### src/rtl/alu_pkg.sv
package alu_pkg;
   localparam int OPC_W = 6;

   localparam logic [OPC_W-1:0] OPC_LOLIT = 6'h0B;
   localparam logic [OPC_W-1:0] OPC_HILIT = 6'h0C;
   localparam logic [OPC_W-1:0] OPC_CMP   = 6'h14;
   localparam logic [OPC_W-1:0] OPC_INC   = 6'h15;
   localparam logic [OPC_W-1:0] OPC_DEC   = 6'h16;
   localparam logic [OPC_W-1:0] OPC_SHL   = 6'h17;
   localparam logic [OPC_W-1:0] OPC_SHR   = 6'h18;
   localparam logic [OPC_W-1:0] OPC_ADD   = 6'h19;
   localparam logic [OPC_W-1:0] OPC_SUB   = 6'h1A;
   localparam logic [OPC_W-1:0] OPC_AND   = 6'h1B;
   localparam logic [OPC_W-1:0] OPC_OR    = 6'h1C;
   localparam logic [OPC_W-1:0] OPC_NOT   = 6'h1D;
   localparam logic [OPC_W-1:0] OPC_XOR   = 6'h1E;
   localparam logic [OPC_W-1:0] OPC_NAND  = 6'h1F;
   localparam logic [OPC_W-1:0] OPC_NOR   = 6'h20;
   localparam logic [OPC_W-1:0] OPC_XNOR  = 6'h21;
   localparam logic [OPC_W-1:0] OPC_ADDI  = 6'h25;
   localparam logic [OPC_W-1:0] OPC_SUBI  = 6'h26;

   typedef struct packed {
      logic eq;
      logic gt;
      logic lt;
   } cmp_flags_t;

   function automatic logic opc_is_shift(input logic [OPC_W-1:0] op);
      return (op == OPC_SHL) || (op == OPC_SHR);
   endfunction
endpackage

### src/rtl/alu_logic_unit.sv
module alu_logic_unit
   import alu_pkg::*;
#(
   parameter int DATA_W = 32
) (
   input  logic [OPC_W-1:0]  op,
   input  logic [DATA_W-1:0] a,
   input  logic [DATA_W-1:0] b,
   output logic [DATA_W-1:0] y,
   output logic              hit
);
   always_comb begin
      hit = 1'b1;
      unique case (op)
         OPC_AND:  y = a & b;
         OPC_OR:   y = a | b;
         OPC_XOR:  y = a ^ b;
         OPC_NAND: y = ~(a & b);
         OPC_NOR:  y = ~(a | b);
         OPC_XNOR: y = ~(a ^ b);
         OPC_NOT:  y = ~a;
         default: begin
            y   = '0;
            hit = 1'b0;
         end
      endcase
   end

   // inverted forms must complement their base form
   always_comb begin
      if (op == OPC_NAND) a_r3_nand_inv: assert ((y ^ (a & b)) == '1);
   end
endmodule

### src/rtl/alu_arith_unit.sv
module alu_arith_unit
   import alu_pkg::*;
#(
   parameter int DATA_W = 32,
   parameter int IMM_W  = 16
) (
   input  logic [OPC_W-1:0]  op,
   input  logic [DATA_W-1:0] a,
   input  logic [DATA_W-1:0] b,
   input  logic [IMM_W-1:0]  imm,
   output logic [DATA_W-1:0] y,
   output logic              hit
);
   localparam int EXT_W = DATA_W - IMM_W;

   logic [DATA_W-1:0] imm_sx;
   logic [DATA_W-1:0] addend;
   logic              do_sub;
   logic [DATA_W-1:0] sum;

   assign imm_sx = {{EXT_W{imm[IMM_W-1]}}, imm};

   // one shared adder serves every add/subtract flavour
   always_comb begin
      addend = b;
      do_sub = 1'b0;
      unique case (op)
         OPC_SUB:  do_sub = 1'b1;
         OPC_INC:  addend = DATA_W'(1);
         OPC_DEC: begin addend = DATA_W'(1); do_sub = 1'b1; end
         OPC_ADDI: addend = imm_sx;
         OPC_SUBI: begin addend = imm_sx; do_sub = 1'b1; end
         default:  addend = b;
      endcase
   end

   assign sum = a + (do_sub ? ~addend : addend) + DATA_W'(do_sub);

   always_comb begin
      hit = 1'b1;
      unique case (op)
         OPC_ADD, OPC_SUB, OPC_INC, OPC_DEC, OPC_ADDI, OPC_SUBI: y = sum;
         OPC_LOLIT: y = {a[DATA_W-1:IMM_W], imm};
         OPC_HILIT: y = {imm, a[EXT_W-1:0]};
         default: begin
            y   = '0;
            hit = 1'b0;
         end
      endcase
   end

   // increment of all-ones must wrap to zero
   always_comb begin
      if (op == OPC_INC && a == '1) a_r4_inc_wrap: assert (y == '0);
   end
endmodule

### src/rtl/alu_shifter.sv
module alu_shifter #(
   parameter int  DATA_W     = 32,
   parameter int  SH_W       = 5,
   parameter bit  USE_STAGES = 1'b1
) (
   input  logic [DATA_W-1:0] a,
   input  logic [SH_W-1:0]   amt,
   input  logic              go_right,
   output logic [DATA_W-1:0] y
);
   generate
      if (USE_STAGES) begin : g_staged
         logic [DATA_W-1:0] stage [0:SH_W];
         assign stage[0] = a;
         for (genvar s = 0; s < SH_W; s++) begin : g_step
            localparam int DIST = 1 << s;
            assign stage[s+1] = !amt[s] ? stage[s] :
                                go_right ? (stage[s] >> DIST) : (stage[s] << DIST);
         end
         assign y = stage[SH_W];
      end else begin : g_direct
         assign y = go_right ? (a >> amt) : (a << amt);
      end
   endgenerate

   // a zero count passes the operand through
   always_comb begin
      if (amt == '0) a_r5_zero_count: assert (y == a);
   end
endmodule

### src/rtl/alu_status_reg.sv
module alu_status_reg
   import alu_pkg::*;
#(
   parameter int DATA_W = 32
) (
   input  logic              clk,
   input  logic              rst_n,
   input  logic              load,
   input  logic [DATA_W-1:0] a,
   input  logic [DATA_W-1:0] b,
   output cmp_flags_t        flags
);
   cmp_flags_t next_flags;

   always_comb begin
      next_flags.eq = (a == b);
      next_flags.gt = ($signed(a) > $signed(b));
      next_flags.lt = ($signed(a) < $signed(b));
   end

   always_ff @(posedge clk) begin
      if (!rst_n)     flags <= '0;
      else if (load)  flags <= next_flags;
   end

   a_r8_single_flag: assert property (@(posedge clk) disable iff (!rst_n)
      load |=> $countones(flags) == 1);
   a_r8_equal_seen: assert property (@(posedge clk) disable iff (!rst_n)
      (load && a == b) |=> flags.eq);
   a_r9_hold: assert property (@(posedge clk) disable iff (!rst_n)
      !load |=> $stable(flags));
endmodule

### src/rtl/alu_exec.sv
module alu_exec
   import alu_pkg::*;
#(
   parameter int DATA_W     = 32,
   parameter int IMM_W      = 16,
   parameter int SH_W       = 5,
   parameter bit USE_STAGES = 1'b1
) (
   input  logic              clk,
   input  logic              rst_n,
   input  logic [5:0]        opcode,
   input  logic [DATA_W-1:0] op_a,
   input  logic [DATA_W-1:0] op_b,
   input  logic [SH_W-1:0]   shamt,
   input  logic [IMM_W-1:0]  imm,
   output logic [DATA_W-1:0] result,
   output logic              illegal,
   output logic              flag_eq,
   output logic              flag_gt,
   output logic              flag_lt
);
   initial begin
      if (DATA_W != 2 * IMM_W)
         $error("alu_exec: DATA_W must be twice IMM_W");
      if ((1 << SH_W) != DATA_W)
         $error("alu_exec: SH_W must address every bit of DATA_W");
   end

   logic [DATA_W-1:0] logic_y, arith_y, shift_y;
   logic              logic_hit, arith_hit;
   logic              is_shift, cmp_load;
   cmp_flags_t        flags;

   assign is_shift = opc_is_shift(opcode);
   assign illegal  = (shamt != '0) && !is_shift;
   assign cmp_load = (opcode == OPC_CMP) && !illegal;

   alu_logic_unit #(.DATA_W(DATA_W)) u_logic (
      .op(opcode), .a(op_a), .b(op_b), .y(logic_y), .hit(logic_hit)
   );

   alu_arith_unit #(.DATA_W(DATA_W), .IMM_W(IMM_W)) u_arith (
      .op(opcode), .a(op_a), .b(op_b), .imm(imm), .y(arith_y), .hit(arith_hit)
   );

   alu_shifter #(.DATA_W(DATA_W), .SH_W(SH_W), .USE_STAGES(USE_STAGES)) u_shift (
      .a(op_a), .amt(shamt), .go_right(opcode == OPC_SHR), .y(shift_y)
   );

   alu_status_reg #(.DATA_W(DATA_W)) u_flags (
      .clk(clk), .rst_n(rst_n), .load(cmp_load), .a(op_a), .b(op_b), .flags(flags)
   );

   always_comb begin
      if (illegal)        result = '0;
      else if (is_shift)  result = shift_y;
      else if (arith_hit) result = arith_y;
      else if (logic_hit) result = logic_y;
      else                result = '0;
   end

   assign flag_eq = flags.eq;
   assign flag_gt = flags.gt;
   assign flag_lt = flags.lt;

   a_r10_no_flag_change: assert property (@(posedge clk) disable iff (!rst_n)
      illegal |=> $stable({flag_eq, flag_gt, flag_lt}));
   a_r10_quiet_result: assert property (@(posedge clk) disable iff (!rst_n)
      illegal |-> result == '0);
   a_r1_reset_clear: assert property (@(posedge clk)
      !rst_n |=> {flag_eq, flag_gt, flag_lt} == 3'b000);
endmodule

### config.mk
export PLATFORM = sky130hd
export DESIGN_NAME = alu_exec
export DESIGN_NICKNAME = d
export VERILOG_FILES = /design/src/rtl/alu_pkg.sv /design/src/rtl/alu_logic_unit.sv /design/src/rtl/alu_arith_unit.sv /design/src/rtl/alu_shifter.sv /design/src/rtl/alu_status_reg.sv /design/src/rtl/alu_exec.sv
export SDC_FILE = /design/constraint.sdc
export NUM_CORES = 1
export LEC_CHECK = 0
export BUFFER_PORTS_ARGS = -buffer_cell sky130_fd_sc_hd__buf_4
export CORE_MARGIN = 4
export CORE_UTILIZATION = 30
export DETAILED_ROUTE_END_ITERATION = 8
export GPL_ROUTABILITY_DRIVEN = 0
export PLACE_DENSITY = 0.52
export SETUP_SLACK_MARGIN = 0.05
export SLEW_MARGIN = 5
export SYNTH_ARGS = -nofsm -noshare
export SYNTH_HDL_FRONTEND = slang
export SYNTH_SLANG_ARGS = --single-unit
export TNS_END_PERCENT = 1
### constraint.sdc
create_clock -name clk -period 4.2 [get_ports clk]
set_input_delay 0.21 -clock clk [delete_from_list [all_inputs] [get_ports clk]]
set_output_delay 0.21 -clock clk [all_outputs]
set_load 0.01 [all_outputs]
# [Word-level counts from Yosys, hierarchy flattened]
# Cells that the tools add are included.
# Widths: inputs -> output; s select.
[classes] add_sub_neg=2 reduce_logical=12 eq_ne=19 order_cmp=2 n_mux=21 n_bitwise=8
[op_table] operator="$mux 32" count=15
[op_table] operator="$pmux 32 s7" count=1
[op_table] operator="$not 32->32" count=5
[op_table] operator="$pmux 32 s3" count=1
[op_table] operator="$eq 6x5->1 const B" count=12
[op_table] operator="$pmux 32 s2" count=1
[op_table] operator="$add 32x1->32" count=1
[op_table] operator="$add 32x32->32" count=1
[op_table] operator="$and 32x32->32" count=1
[op_table] operator="$eq 32x32->1" count=1
[op_table] operator="$gt 32x32->1" count=1
[op_table] operator="$lt 32x32->1" count=1
[op_table] operator="$or 32x32->32" count=1
[op_table] operator="$xor 32x32->32" count=1
[op_table] operator="$eq 6x6->1 const B" count=4
[op_table] operator="$eq 6x4->1 const B" count=2
[op_table] operator="$reduce_or 8->1" count=1
[op_table] operator="$reduce_or 7->1" count=1
[op_table] operator="$reduce_or 6->1" count=1
[op_table] operator="$reduce_bool 5->1" count=1
[op_table] operator="$reduce_or 2->1" count=2
[op_table] operator="$mux 1" count=3
[op_table] operator="$reduce_or 3->1" count=1
[op_table] operator="$logic_and 1x1->1" count=2
[op_table] operator="other kinds (2)" count=3
[word_totals] regBits=3 elab_cells=67 inputBits=93

# [Logic depth before layout (Yosys ltp)]
[depth] depth_word=13 ltp_mapped=18

# [Cells and area by module]
# A second synthesis with hierarchy kept.
[hier_totals] hier_cells=1680 area_unflattened_um2=12294.3
[modules_own_cells] module="alu_shifter" instances=1 area_each_um2=4182.8 seq_area_each_um2=0.0 cells_per_inst=640
[modules_own_cells] module="alu_logic_unit" instances=1 area_each_um2=3076.7 seq_area_each_um2=0.0 cells_per_inst=326
[modules_own_cells] module="alu_arith_unit" instances=1 area_each_um2=2910.3 seq_area_each_um2=0.0 cells_per_inst=422
[modules_own_cells] module="alu_exec" instances=1 area_each_um2=1143.6 seq_area_each_um2=0.0 cells_per_inst=159
[modules_own_cells] module="alu_status_reg" instances=1 area_each_um2=980.9 seq_area_each_um2=60.1 cells_per_inst=133

# [Worst setup path before layout]
# OpenSTA, ideal clock, no wires.
[synth_timing] path_type="in2out" startpoint="in opcode[4]" endpoint="out result[31]" arrival_ns=3.848 path_slack_ns=0.142 cell_stages=15 path_buffers=3 required_time_ns=3.990 path_cell_list="buf_2 -> nand4bb_1 -> o22ai_1 -> clkbuf_1 -> buf_1 -> xnor2_1 -> ha_1 -> a21o_1 -> a21o_1 -> a21oi_1 -> o21bai_1 -> or3_1 -> o21ai_0 -> mux2i_1 -> a31oi_1"
[synth_via] elab_chain_cells=13
[synth_rtl] item="start, declared" line_no="alu_exec.sv:11" source="input logic [5:0] opcode,"
[synth_rtl] item="parallel branches: the longest is 12 deep, another holds $add 32x32->32"
[synth_rtl] item="$mux 32 (*)" line_no="alu_exec.sv:55" source="if (illegal) result = '0;"
[synth_rtl] item="end, declared" line_no="alu_exec.sv:16" source="output logic [DATA_W-1:0] result,"
# Every way passes the cells marked *.

# [Final worst setup path]
[layout_timing] startpoint="in opcode[3]" endpoint="out result[15]"
# Same word-level chain as after synthesis.

==> run_results.csv <==
group,metric,value,unit
die,design.core.area,32700,um^2
power_and_ir_drop,p_sw,0.0009781,W
global_route,antenna_found_initial,0,
yosys,netlist_top_cells_area,"ha_1 17%, a21oi_1 7.1%, nor2_1 7.1%, o21ai_0 5.4%, nand2_1 5.0%",
layout,layout_common_cells,"308 x buf_4, 184 x nor2_1, 133 x nand2_1, 133 x ha_1, 131 x a21oi_1",
worst_setup_path,critical-path-slowest-cell,"a211o_1",
status,status,"completed",
route,wl_per_cell,24.32,um
layout,reg_top3,"u_flags.flags: 3 flops",
worst_setup_path,r2r_slack,3.46,ns
global_route,overflow,0,
worst_setup_path,path_buf_inv,10,
timing,setup_violations,0,
worst_hold_path,min_from,"rst_n",
power_and_ir_drop,p_per_area,137.2,nW/um^2
worst_setup_path,worstSetupPathType,"input port to output port",
worst_setup_path,r2r-start,"u_flags.flags[1]",
worst_setup_path,crit_start,"opcode[3]",
yosys,syn-instance-count,1562,
timing,tightest_slew,0.8616,ns
clock_network,h-tree-depth,1,
global_route,grt_pass1_vias,13120,
placement,io_buffers,128,
die,row_count,66,
route,drt_iter0_drc,1706,
worst_hold_path,min_delay_path_depth,2,
yosys,syn_avg_cell_area,6.384,um^2
worst_setup_path,cpPeakStageDelay,0.34,ns
worst_setup_path,crit_arrival,3.92,ns
yosys,yosys_most_used_dff,"dfxtp_1",
worst_setup_path,startpoint_type,"input port",
layout,diodes,0,
worst_setup_path,r2r_end,"u_flags.flags[1]",
global_route,met3_usage,5.694,%
layout,final_common_cell,"buf_4",
die,chipWidth,190.3,um
route,dr.pass1.iters,6,
worst_setup_path,crit_path_end_kind,"output port",
placement,dp_worst_setup_slack,-0.4066,ns
power_and_ir_drop,seq_power_share,1.6,%
timing,rsz0062_at_grt,"yes",
timing,post-route-period-util,98.40,%
timing,fin_ws,0.06717,ns
yosys,netlist_area,9972,um^2
timing,fin_skew,0,ns
power_and_ir_drop,internal-power,0.0008152,W
clock_network,clockBufferDepth,2,
run,drv_cap,0,
worst_setup_path,path_max_fanout,7,
power_and_ir_drop,power_frac_comb,89.7,%
timing,fmax,242.0,MHz
global_route,top_usage_layer,"met2",
yosys,synth-seq-area-share,0.6023,%
yosys,postSynth.asyncResetShare,0,%
route,vias_per_cell,6.248,
power_and_ir_drop,ir_drop,0.09934,mV
timing,final_hold_viol_count,0,
die,start_util,30.49,%
die,dieHeight,190.3,um
power_and_ir_drop,p_leak,5.747,nW
yosys,synth-edff-count,0,
timing,holdWs,0.2580,ns
die,die-area,36220,um^2
yosys,synth_top_area_share,16.81,%
power_and_ir_drop,p_sw_share,54.54,%
worst_setup_path,cp_cell_sequence,"buf_4 -> buf_6 -> nand4bb_4 -> buf_6 -> o22ai_4 -> buf_12 -> buf_12 -> clkbuf_16 -> xnor2_2 -> buf_4 -> ha_2 -> buf_4 -> a21o_1 -> a21o_1 -> a21o_1 -> a21o_1 -> a21oi_1 -> buf_4 -> a31oi_2 -> mux2_2 -> a211o_1 -> buf_4",
yosys,synth_seq_cells,3,
layout,final_util,39.96,%
layout,area_growth,31.03,%
placement,hpwl,41650,um
worst_setup_path,rr_worst_depth,3,
worst_hold_path,hold_end,"u_flags.flags[1]",
yosys,synth.net_count,1790,
timing,post-route-min-period,4.133,ns
yosys,ys_warn_count,0,
worst_setup_path,cpMostUsedCell,"buf_4",
route,vias,13810,
yosys,yosysUniqueCellTypes,84,
clock_network,cts_tree,"done",
clock_network,clkTransAtPathRegs,0.03,ns
timing,maxSlewHeadroom,42.12,%
clock_network,numCtsBuffers,3,
clock_network,cts.sinks,3,
clock_network,cts_hold_buf,0,
global_route,track_usage,28.04,%
global_route,met1_usage,36.93,%
global_route,grt_use_met2,43.58,%
yosys,yosysTopAreaCell,"ha_1",
clock_network,clk_latency,0.23,ns
worst_hold_path,hp-class,"input port to flip-flop",
clock_network,root_buffer,"clkbuf_16",
die,io_pins,129,
route,drc_errors,0,
worst_setup_path,crit_family,"compound AO/OA/AOI/OAI gates",
global_route,grt_pass1_wl,80120,um
layout,regMostFlops,"u_flags.flags",
worst_setup_path,required,3.99,ns
timing,slew_viol_final,0,
layout,drive_gt1_share,24.26,%
route,antenna_left,0,
global_route,grt_max_degree,52,
layout,largest_reg_flops,3,
route,routed_wl,53750,um
power_and_ir_drop,clkPwrFrac,8.7,%
layout,nets,1997,
per-layer routing:
layer | part of all wire (%) | up-vias | routed length, um
met5 | 0 | - | 0
met1 | 40 | 6433 | 21330
li1 | - | 6245 | -
met4 | 6.5 | 0 | 3473
met3 | 11 | 195 | 5763
met2 | 43 | 935 | 23190
power by group through the flow:
stage / clock network [W] / registers (W) / logic (W)
CTS: 0.000156 / 0.0000287 / 0.00150
global placement: 0 / 0.0000291 / 0.00145
detailed placement: 0 / 0.0000291 / 0.00146
floorplan: 0 / 0.0000291 / 0.000825
global route: 0.000160 / 0.0000287 / 0.00172
finish: 0.000157 / 0.0000287 / 0.00161
per-stage QoR:
step	setup TNS [ns]	power, W	instances	area [um^2]
floorplan	0	0.0008537	1562	9972
global placement	-2.514	0.001483	2183	12410
detailed placement	-3.335	0.001487	2183	12410
CTS	0	0.001686	2197	12700
global route	-0.1391	0.001907	2210	13070
finish	0	0.001793	2210	13070
layout make-up:
type,instances,area (um^2)
fillers,3562,19640
well taps,442,553.0
repair buffers,328,2636
inverters,94,352.8
multi-input cells,1339,9385
clock buffers,4,78.83
flip-flops and latches,3,60.06
worst max-delay path by stage:
stage,cells after the start,to,slack [ns]
CTS,21,result[30],0.01
global placement,18,result[29],-0.31
global route,23,result[31],-0.03
finish,22,result[15],0.07
floorplan,15,result[31],0.14
detailed placement,17,result[27],-0.41
synth_stat cells, drive strengths merged, types with 13 or more instances:
cell and count:
o22ai 32, o211ai 19, a31oi 45, a22oi 21, o21bai 14, a311oi 13, a211oi 34, nor3 23
o21ai 134, nand2 135, nor2 189, nand3 62, a21o 23, ha 134, mux2i 16, nor4 15
a221oi 34, a2111oi 17, clkbuf 97, o2111ai 14, buf 29, xnor2 44, inv 93, a21oi 144
worst reg2reg max path: stages, from the launching register on:
cell     delay [ns]
dfxtp_1        0.31
nand2_1        0.06
nor2_1         0.04
a41o_1         0.23
what timing repair did:
| item | CTS | global route |
|---|---|---|
| setup buffers | 9 | 12 |
| pin swaps | 14 | 44 |
| cloned | 1 | 1 |
| gates resized for setup | 35 | 47 |
| setup endpoints to repair | 21 | 23 |
logic make-up (layout without fill, tap and decap cells):
logic type | Yosys count | count (layout) | synth area share [%]
AOI/OAI and AO/OA | 619 | 619 | 40.92
and+or+nand+nor | 495 | 495 | 22.77
buffers and inverters | 220 | 426 | 8.795
adders and majority gates | 135 | 135 | 17.01
xor gates and xnor gates | 55 | 55 | 4.906
muxes | 35 | 35 | 4.994
DFF | 3 | 3 | 0.6023
(Power assumes the default switching activity.)
